`src/rtl/tx_scr_pkg.sv`:
```
package tx_scr_pkg;
    localparam int GRP_W  = 5;
    localparam int ADDR_W = 5;
    localparam int LFSR_W = 11;
    localparam int TAP_LO = 8;

    typedef enum logic [1:0] {
        M_ZUP = 2'd0,
        M_POS = 2'd1,
        M_ZDN = 2'd2,
        M_NEG = 2'd3
    } mlt_st_t;

    localparam logic [1:0] LVL_P = 2'b01;
    localparam logic [1:0] LVL_Z = 2'b00;
    localparam logic [1:0] LVL_N = 2'b11;
endpackage

```
`src/rtl/scr_lfsr.sv`:
```
module scr_lfsr #(
    parameter int ADDR_W = tx_scr_pkg::ADDR_W,
    parameter int LFSR_W = tx_scr_pkg::LFSR_W,
    parameter int TAP_LO = tx_scr_pkg::TAP_LO
) (
    input  logic              clk,
    input  logic              rst,
    input  logic [ADDR_W-1:0] addr,
    output logic              key_bit
);
    logic [LFSR_W-1:0] st_q;
    logic [LFSR_W-1:0] seed_raw;
    logic [LFSR_W-1:0] seed;

    // The address is repeated from its MSB downward across the state.
    for (genvar i = 0; i < LFSR_W; i++) begin : g_seed
        localparam int SRC = (ADDR_W - 1) - ((LFSR_W - 1 - i) % ADDR_W);
        assign seed_raw[i] = addr[SRC];
    end

    assign seed = (seed_raw == '0) ? {{(LFSR_W-1){1'b0}}, 1'b1} : seed_raw;

    always_ff @(posedge clk) begin
        if (rst) begin
            st_q <= seed;
        end else begin
            st_q <= {st_q[LFSR_W-2:0], st_q[LFSR_W-1] ^ st_q[TAP_LO]};
        end
    end

    assign key_bit = st_q[LFSR_W-1];

    // the LFSR is never stuck in the all-zero state
    a_r5_state_nonzero: assert property (@(posedge clk) disable iff (rst)
        st_q != '0);
endmodule

```
`src/rtl/grp_piso.sv`:
```
module grp_piso #(
    parameter int GRP_W = tx_scr_pkg::GRP_W
) (
    input  logic             clk,
    input  logic             rst,
    input  logic [GRP_W-1:0] grp_data,
    output logic             take,
    output logic             ser_bit
);
    localparam int CW = (GRP_W > 1) ? $clog2(GRP_W) : 1;
    localparam logic [CW-1:0] LAST = CW'(GRP_W - 1);

    logic [CW-1:0]    cnt_q;
    logic [GRP_W-1:0] sh_q;

    assign take    = (cnt_q == '0);
    assign ser_bit = take ? grp_data[GRP_W-1] : sh_q[GRP_W-1];

    always_ff @(posedge clk) begin
        if (rst) begin
            cnt_q <= '0;
            sh_q  <= '0;
        end else begin
            cnt_q <= (cnt_q == LAST) ? '0 : cnt_q + 1'b1;
            if (take) begin
                sh_q <= {grp_data[GRP_W-2:0], 1'b0};
            end else begin
                sh_q <= {sh_q[GRP_W-2:0], 1'b0};
            end
        end
    end

    // the counter stays inside one group period
    a_r2_cnt_range: assert property (@(posedge clk) disable iff (rst)
        cnt_q <= LAST);
    // the load strobe never repeats in consecutive cycles
    a_r2_take_single: assert property (@(posedge clk) disable iff (rst)
        take |=> !take);
endmodule

```
`src/rtl/mlt3_fsm.sv`:
```
module mlt3_fsm
    import tx_scr_pkg::*;
(
    input  logic       clk,
    input  logic       rst,
    input  logic       bit_in,
    output logic [1:0] lvl
);
    mlt_st_t st_q, st_d;

    always_ff @(posedge clk) begin
        if (rst) begin
            st_q <= M_ZUP;
        end else begin
            st_q <= st_d;
        end
    end

    always_comb begin
        st_d = st_q;
        if (bit_in) begin
            unique case (st_q)
                M_ZUP: st_d = M_POS;
                M_POS: st_d = M_ZDN;
                M_ZDN: st_d = M_NEG;
                M_NEG: st_d = M_ZUP;
            endcase
        end
    end

    always_comb begin
        unique case (st_q)
            M_POS:   lvl = LVL_P;
            M_NEG:   lvl = LVL_N;
            default: lvl = LVL_Z;
        endcase
    end

    // a scrambled 0 leaves the level unchanged
    a_r7_hold_on_zero: assert property (@(posedge clk) disable iff (rst)
        !bit_in |=> $stable(lvl));
    // a scrambled 1 always changes the level
    a_r7_move_on_one: assert property (@(posedge clk) disable iff (rst)
        bit_in |=> (lvl != $past(lvl)));
    // no direct step from +1 to -1
    a_r7_no_pos_to_neg: assert property (@(posedge clk) disable iff (rst)
        (lvl == LVL_P) |=> (lvl != LVL_N));
    // no direct step from -1 to +1
    a_r7_no_neg_to_pos: assert property (@(posedge clk) disable iff (rst)
        (lvl == LVL_N) |=> (lvl != LVL_P));
    // forbidden code never driven
    a_r8_no_bad_code: assert property (@(posedge clk) disable iff (rst)
        lvl != 2'b10);
endmodule

```
`src/rtl/tx_scr_mlt3.sv`:
```
module tx_scr_mlt3
    import tx_scr_pkg::*;
(
    input  logic              clk,
    input  logic              rst,
    input  logic [ADDR_W-1:0] phy_addr,
    input  logic [GRP_W-1:0]  grp_data,
    output logic              grp_take,
    output logic [1:0]        line_lvl
);
    logic ser_bit;
    logic key_bit;
    logic scr_bit;

    grp_piso #(.GRP_W(GRP_W)) u_piso (
        .clk      (clk),
        .rst      (rst),
        .grp_data (grp_data),
        .take     (grp_take),
        .ser_bit  (ser_bit)
    );

    scr_lfsr #(.ADDR_W(ADDR_W), .LFSR_W(LFSR_W), .TAP_LO(TAP_LO)) u_lfsr (
        .clk     (clk),
        .rst     (rst),
        .addr    (phy_addr),
        .key_bit (key_bit)
    );

    assign scr_bit = ser_bit ^ key_bit;

    mlt3_fsm u_mlt3 (
        .clk    (clk),
        .rst    (rst),
        .bit_in (scr_bit),
        .lvl    (line_lvl)
    );

    // reset returns the line to level 0
    a_r1_reset_level: assert property (@(posedge clk)
        rst |=> (line_lvl == LVL_Z));
    // first cycle after reset is a load cycle
    a_r1_take_after_reset: assert property (@(posedge clk)
        (rst ##1 !rst) |-> grp_take);
endmodule

```
`config.mk`:
```
export PLATFORM = sky130hd
export DESIGN_NAME = tx_scr_mlt3
export DESIGN_NICKNAME = d
export VERILOG_FILES = /design/src/rtl/tx_scr_pkg.sv /design/src/rtl/scr_lfsr.sv /design/src/rtl/grp_piso.sv /design/src/rtl/mlt3_fsm.sv /design/src/rtl/tx_scr_mlt3.sv
export SDC_FILE = /design/constraint.sdc
export NUM_CORES = 1
export LEC_CHECK = 0
export ABC_AREA = 1
export BUFFER_PORTS_ARGS = -buffer_cell sky130_fd_sc_hd__clkbuf_2
export CORE_MARGIN = 5
export CORE_UTILIZATION = 40
export CTS_CLUSTER_SIZE = 24
export DETAILED_ROUTE_END_ITERATION = 7
export PLACE_DENSITY_LB_ADDON = 0.3
export SYNTH_ARGS = -nofsm -noshare
export SYNTH_HDL_FRONTEND = slang
export SYNTH_SLANG_ARGS = --single-unit
export TNS_END_PERCENT = 30
```
`constraint.sdc`:
```
create_clock -name clk -period 1.3 [get_ports clk]
set_input_delay 0.13 -clock clk [delete_from_list [all_inputs] [get_ports clk]]
set_output_delay 0.13 -clock clk [all_outputs]
set_load 0.01 [all_outputs]
```
==> results of run 1 <==
layout by cell type (no fill, tap or decap):
cell type | Yosys | layout
buf_4 | 1 | 1
xnor2_1 | 1 | 1
o21ai_0 | 5 | 5
bufinv_16 | 0 | 1
buf_6 | 0 | 2
ha_1 | 6 | 3
dfxtp_2 | 0 | 1
inv_4 | 0 | 2
nand2_2 | 1 | 1
a21oi_1 | 3 | 3
dfxtp_1 | 20 | 17
nand2_1 | 29 | 29
or2_4 | 0 | 1
inv_2 | 2 | 3
nand2_8 | 0 | 1
clkbuf_2 | 0 | 12
nor2_1 | 15 | 15
dfxtp_4 | 0 | 2
nand3_1 | 10 | 10
inv_1 | 10 | 7
ha_4 | 0 | 3
clkbuf_4 | 0 | 3
sequential cells by signal, indices dropped and copies added (netlist names):
signal        cells
u_lfsr.st_q      11
u_mlt3.st_q       2
u_piso.sh_q       4
u_piso.cnt_q      3
area by class of cell:
| cell class | instances | area (um^2) | share of cell area |
|---|---|---|---|
| Clock buffer | 3 | 22.52 | 0.02151 |
| Sequential cell | 20 | 409.1 | 0.3907 |
| Inverter | 12 | 50.05 | 0.04779 |
| Timing Repair Buffer | 15 | 90.09 | 0.08602 |
| Multi-Input combinational cell | 72 | 411.6 | 0.3931 |
| Clock inverter | 1 | 30.03 | 0.02867 |
| Tap cell | 27 | 33.78 | 0.03226 |
metrics by stage:
step / hold slack (ps) / cells / cell area [um^2] / worst slack [ps]
6_report: 34.55 / 150 / 1047 / -43.60
4_1_cts: 27.18 / 150 / 993.5 / -57.78
5_1_grt: 38.89 / 150 / 1047 / -98.16
3_3_place_gp: 342.0 / 145 / 912.1 / 113.7
3_5_place_dp: 350.6 / 145 / 912.1 / 69.21
2_1_floorplan: 249.1 / 106 / 820.8 / 182.0
routing by layer:
metal  vias up  global-route usage
met5         -                   0
met3         2             0.03263
met4         0             0.05208
met2        12              0.1622
met1       285              0.1146
li1        363                   -
where the power goes:
group | switching [uW] | leakage (uW) | internal, uW | total (uW)
registers | 52.5 | 0.000169 | 696 | 749
logic | 190 | 0.000319 | 176 | 366
clock network | 188 | 0.0000279 | 312 | 499
how the worst max path moves through the flow:
stage | from | endpoint | slack (ps) | depth (start not counted)
2_1_floorplan | u_piso.cnt_q[0]$_SDFF_PP0_ | u_mlt3.st_q[0]$_SDFFE_PP0P_ | 180 | 6
3_3_place_gp | u_piso.cnt_q[0]$_SDFF_PP0_ | u_mlt3.st_q[1]$_SDFFE_PP0P_ | 110 | 8
3_5_place_dp | u_piso.cnt_q[0]$_SDFF_PP0_ | u_mlt3.st_q[0]$_SDFFE_PP0P_ | 70 | 6
4_1_cts | u_mlt3.st_q[1]$_SDFFE_PP0P_ | line_lvl[0] | -60 | 4
5_1_grt | u_mlt3.st_q[1]$_SDFFE_PP0P_ | line_lvl[0] | -100 | 4
6_report | u_mlt3.st_q[1]$_SDFFE_PP0P_ | line_lvl[0] | -40 | 4
logic make-up after synthesis:
group,synth area share
flip-flops,0.4878
adder cells (fa/ha/maj),0.09146
XOR/XNOR,0.01067
buffers and inverters,0.07013
AO/OA/AOI/OAI,0.04877
AND/OR/NAND/NOR,0.2912
worst reg2reg max path, stage by stage, from the launching register on:
cell	delay (ps)
dfxtp_1	330
inv_1	90
ha_4	190
nand2_8	70
nand2_2	60
nand3_1	90
a21oi_1	170
nor2_1	60
repair_timing:
item | 4_1_cts | 5_1_grt
pin swaps | 2 | 2
setup endpoints to repair | 2 | 2
buffers inserted | 1 | 0
resized for setup | 10 | 12
cloned | 0 | 0
==> flow_metrics.py, run 1 <==
metrics = {
    "power": {
        "cellPowerDensity_nw_per_um2": 1541,
        "total_power_uw": 1614,
        "max-vdd-ir-drop_v": 0.0007150,
        "leakage_uw": 0.0005151,
    },
    "setup_path": {
        "worstRegToRegCells": 7,
        "max_stage_delay_ps": 400,
        "critical_path_buf_inv_count": 2,
        "cp.required_ps": 1170,
        "critPathLaunchType": "register",
        "crit_fanout": 3,
        "criticalPathCategory": "register to primary output",
        "rrSetupSlack_ps": 150,
        "arrival_ps": 1210,
        "critPathSlowestCell": "dfxtp_4",
        "path_cells": "inv_4 -> ha_4 -> or2_4 -> buf_6",
        "rr_endpoint": "u_mlt3.st_q[0]$_SDFFE_PP0P_",
        "crit_path_end_kind": "primary output",
        "r2r_start": "u_piso.cnt_q[1]$_SDFF_PP0_",
        "path_delay_family": "flip-flops",
    },
    "yosys": {
        "seq_area_frac_synth": 0.4878,
        "yosysWarnings": 0,
        "ys_seq_elements": 20,
        "synth_top_cell_by_area": "dfxtp_1",
        "synthMostInstantiatedCell": "nand2_1",
        "ys_async_sr_fraction": 0,
        "ys_types": 15,
        "synthCells": 106,
        "synth_area_per_cell_um2": 7.743,
        "syn_area_um2": 820.8,
        "synth_edf_count": 0,
        "syn_nets": 124,
        "yosysTopAreaCellShare": 0.4878,
        "yosys-top-cells-count": "nand2_1, dfxtp_1, nor2_1, inv_1, nand3_1",
        "synth_ff_type": "dfxtp_1",
        "synth_area_leaders": "dfxtp_1, nand2_1, ha_1",
    },
    "job": {
        "cap_violations": 0,
    },
    "die": {
        "die_x_um": 55.30,
        "die_area_um2": 3058,
        "die_h_um": 55.30,
        "num_rows": 16,
        "ioPinCount": 15,
        "coreArea_um2": 1962,
        "initial_utilization": 0.4184,
    },
    "sta": {
        "maxSlewHeadroom": 0.8380,
        "setup_viol": 1,
        "period_share": 1.034,
        "slew_violations": 0,
        "rsz0062_at_grt": "yes",
        "tightest_slew_ps": 242.7,
        "finalWorstSetupSlack_ps": -43.60,
        "finClkSkew_ps": 7.601,
        "finalCriticalPeriod_ps": 1344,
        "hold_viol_final": 0,
        "finalSetupTns_ps": -43.60,
        "max_clock_freq_mhz": 744.3,
    },
    "detailed_routing": {
        "routed_wl_mm": 1.416,
        "antenna_left": 0,
        "num_vias": 662,
        "drtIter0Drc": 8,
        "route.detailed.drc": 0,
        "m1WireLength_um": 647,
        "via_per_inst": 4.413,
        "met3_length_um": 81,
        "wl_met2_um": 670,
        "first_pass_iters": 4,
        "maxUsedRoutingLayer": "met4",
        "routedWlPerCell_um": 9.440,
    },
    "clock_tree": {
        "htree_levels": 1,
        "clkSlewWorstSetupHoldPaths_ps": 120,
        "root_buffer": "clkbuf_4",
        "cts_tree": "yes",
        "cts_made_buffers": 3,
        "clock_latency_ps": 300,
        "clock_path_buffers": 2,
        "clock_sinks": 20,
        "cts_hold_buffers": 0,
    },
    "grt": {
        "grt_pass1_vias": 626,
        "grt_usage": 0.09937,
        "antenna_found_initial": 0,
        "gr-total-overflow": 0,
        "grt_pass1_wl_mm": 2.456,
        "grt_max_degree": 17,
    },
    "cells_and_area": {
        "antenna-diode-count": 0,
        "fill_cells": 194,
        "drive_gt1_frac": 0.2683,
        "fin_nets": 142,
        "area_delta_synth_final_pct": 27.59,
        "utilization": 0.5338,
    },
    "worst_hold_path": {
        "whs_endpoint": "u_piso.sh_q[1]$_SDFF_PP0_",
        "hp-class": "primary input to register",
        "min_from": "grp_data[0]",
        "hold_depth": 3,
    },
    "placement": {
        "dp_hpwl_mm": 1.043,
        "gp_congestion": 0.7276,
        "io_buffer_count": 14,
    },
    "outcome": {
        "violations": "setup timing",
        "run_status": "finished, violations left",
    },
}
Note: power is estimated with default switching activity, not from simulation.
==> inputs of run 2 (changes only) <==
clock period = 1.2 ns   (was 1.3 ns; I/O delays follow)
==> flow_metrics.py, run 2 (synthesis results as in run 1) <==
metrics = {
    "setup_path": {
        "crit_path_end_kind": "primary output",
        "critPathLaunchType": "register",
        "cp.required_ps": 1080,
        "arrival_ps": 1230,
        "crit_fanout": 3,
        "criticalPathCategory": "register to primary output",
    },
    "die": {
        "num_rows": 16,
        "die_h_um": 55.30,
        "ioPinCount": 15,
        "initial_utilization": 0.4184,
        "die_area_um2": 3058,
        "die_x_um": 55.30,
        "coreArea_um2": 1962,
    },
    "clock_tree": {
        "cts_made_buffers": 3,
        "clock_latency_ps": 300,
        "clkSlewWorstSetupHoldPaths_ps": 120,
        "clock_path_buffers": 2,
        "cts_hold_buffers": 0,
        "clock_sinks": 20,
        "cts_tree": "yes",
        "htree_levels": 1,
        "root_buffer": "clkbuf_4",
    },
    "cells_and_area": {
        "layout.cells.non_filler": 150,
        "layout_commonest_cell": "nand2_1",
        "top_regs": "u_lfsr.st_q x11, u_piso.sh_q x4, u_piso.cnt_q x3",
        "drive_gt1_frac": 0.2764,
        "final_cell_mix": "nand2_1, dfxtp_1, nor2_1, clkbuf_2, nand3_1",
        "largest_reg_flops": 11,
        "fin_nets": 142,
        "area_delta_synth_final_pct": 25.76,
        "post-route-cell-area_um2": 1032,
        "antenna-diode-count": 0,
        "regMostFlops": "u_lfsr.st_q",
    },
    "sta": {
        "tightest_slew_ps": 243.3,
        "max_clock_freq_mhz": 743.2,
        "maxSlewHeadroom": 0.8376,
        "finClkSkew_ps": 8.193,
        "fin_hold_ws_ps": 24.55,
        "period_share": 1.121,
        "hold_viol_final": 0,
        "setup_viol": 2,
        "slew_violations": 0,
        "rsz0062_at_grt": "yes",
        "finalWorstSetupSlack_ps": -145.6,
        "finalCriticalPeriod_ps": 1346,
    },
    "grt": {
        "grt_pass1_wl_mm": 2.456,
        "grt_usage": 0.09937,
        "grt_max_degree": 17,
        "gr-total-overflow": 0,
        "antenna_found_initial": 0,
        "grt_pass1_vias": 626,
    },
    "outcome": {
        "violations": "setup timing",
        "run_status": "finished, violations left",
    },
    "detailed_routing": {
        "num_vias": 660,
        "routed_wl_mm": 1.451,
        "routedWlPerCell_um": 9.673,
        "route.detailed.drc": 0,
        "first_pass_iters": 4,
        "antenna_left": 0,
        "drtIter0Drc": 7,
        "via_per_inst": 4.400,
    },
    "placement": {
        "dp_cells": 145,
        "io_buffer_count": 14,
        "post_dp_cell_area_um2": 912.1,
        "dp_hpwl_mm": 1.043,
        "pre_cts_ws_ps": -30.79,
        "gp_congestion": 0.7277,
    },
    "power": {
        "max-vdd-ir-drop_v": 0.0007621,
        "total_power_uw": 1735,
        "cellPowerDensity_nw_per_um2": 1681,
        "leakage_uw": 0.0005115,
    },
    "worst_hold_path": {
        "hp-class": "primary input to register",
    },
    "job": {
        "cap_violations": 0,
    },
}
==> run 2: cell count changes in the layout (fill, tap and decap cells not counted), sizes merged <==
cell | before | now
buf | 3 | 2
clkbuf | 15 | 16
==> run 2: cell type report <==
| class | instances | area (um^2) |
|---|---|---|
| Fill cell | 195 | 929.6 |
| Inverter | 12 | 50.05 |
| Timing Repair Buffer | 15 | 83.83 |
| Tap cell | 27 | 33.78 |
| Clock inverter | 1 | 30.03 |
| Multi-Input combinational cell | 72 | 402.9 |
| Clock buffer | 3 | 22.52 |
| Sequential cell | 20 | 409.1 |
==> run 2: metal layers <==
metal | up-vias | routed length [um] | track usage
met5 | - | 0 | 0
met4 | 0 | 17 | 0.05208
met2 | 12 | 701 | 0.1622
met3 | 2 | 80 | 0.03263
met1 | 283 | 651 | 0.1146
li1 | 363 | - | -
==> run 2: where the power goes <==
part	internal, uW	switching (uW)
combinational	180	202
sequential	754	57.1
clock	337	204
==> run 2: worst max-delay path, stage by stage, from the launching register on <==
cell     delay, ps
dfxtp_4        400
inv_4           40
ha_4           150
or2_4          220
buf_6          120
==> run 2: worst paths after layout <==
kind                          startpoint                           to  slack, ps  cells past startpoint
max reg2reg   u_piso.cnt_q[0]$_SDFF_PP0_  u_mlt3.st_q[0]$_SDFFE_PP0P_         60                      7
max          u_mlt3.st_q[1]$_SDFFE_PP0P_                  line_lvl[0]       -150                      4
min                          grp_data[0]    u_piso.sh_q[1]$_SDFF_PP0_         20                      3
min reg2reg       u_lfsr.st_q[7]$_DFF_P_       u_lfsr.st_q[8]$_DFF_P_        420                      2
==> run 2: metrics by stage <==
step | TNS, ps | utilization
final | -208.0 | 0.5261
after global routing | -482.9 | 0.5261
after CTS | -225.7 | 0.5077
after global placement | 0 | 0.4649
after detailed placement | -53.38 | 0.4649
after floorplan | 0 | -
==> run 2: timing repair <==
| item | 4_1_cts | 5_1_grt |
|---|---|---|
| endpoints found under the setup margin | 4 | 4 |
| pin swaps | 2 | 2 |
| gates resized for setup | 12 | 8 |
| buffers inserted | 1 | 0 |
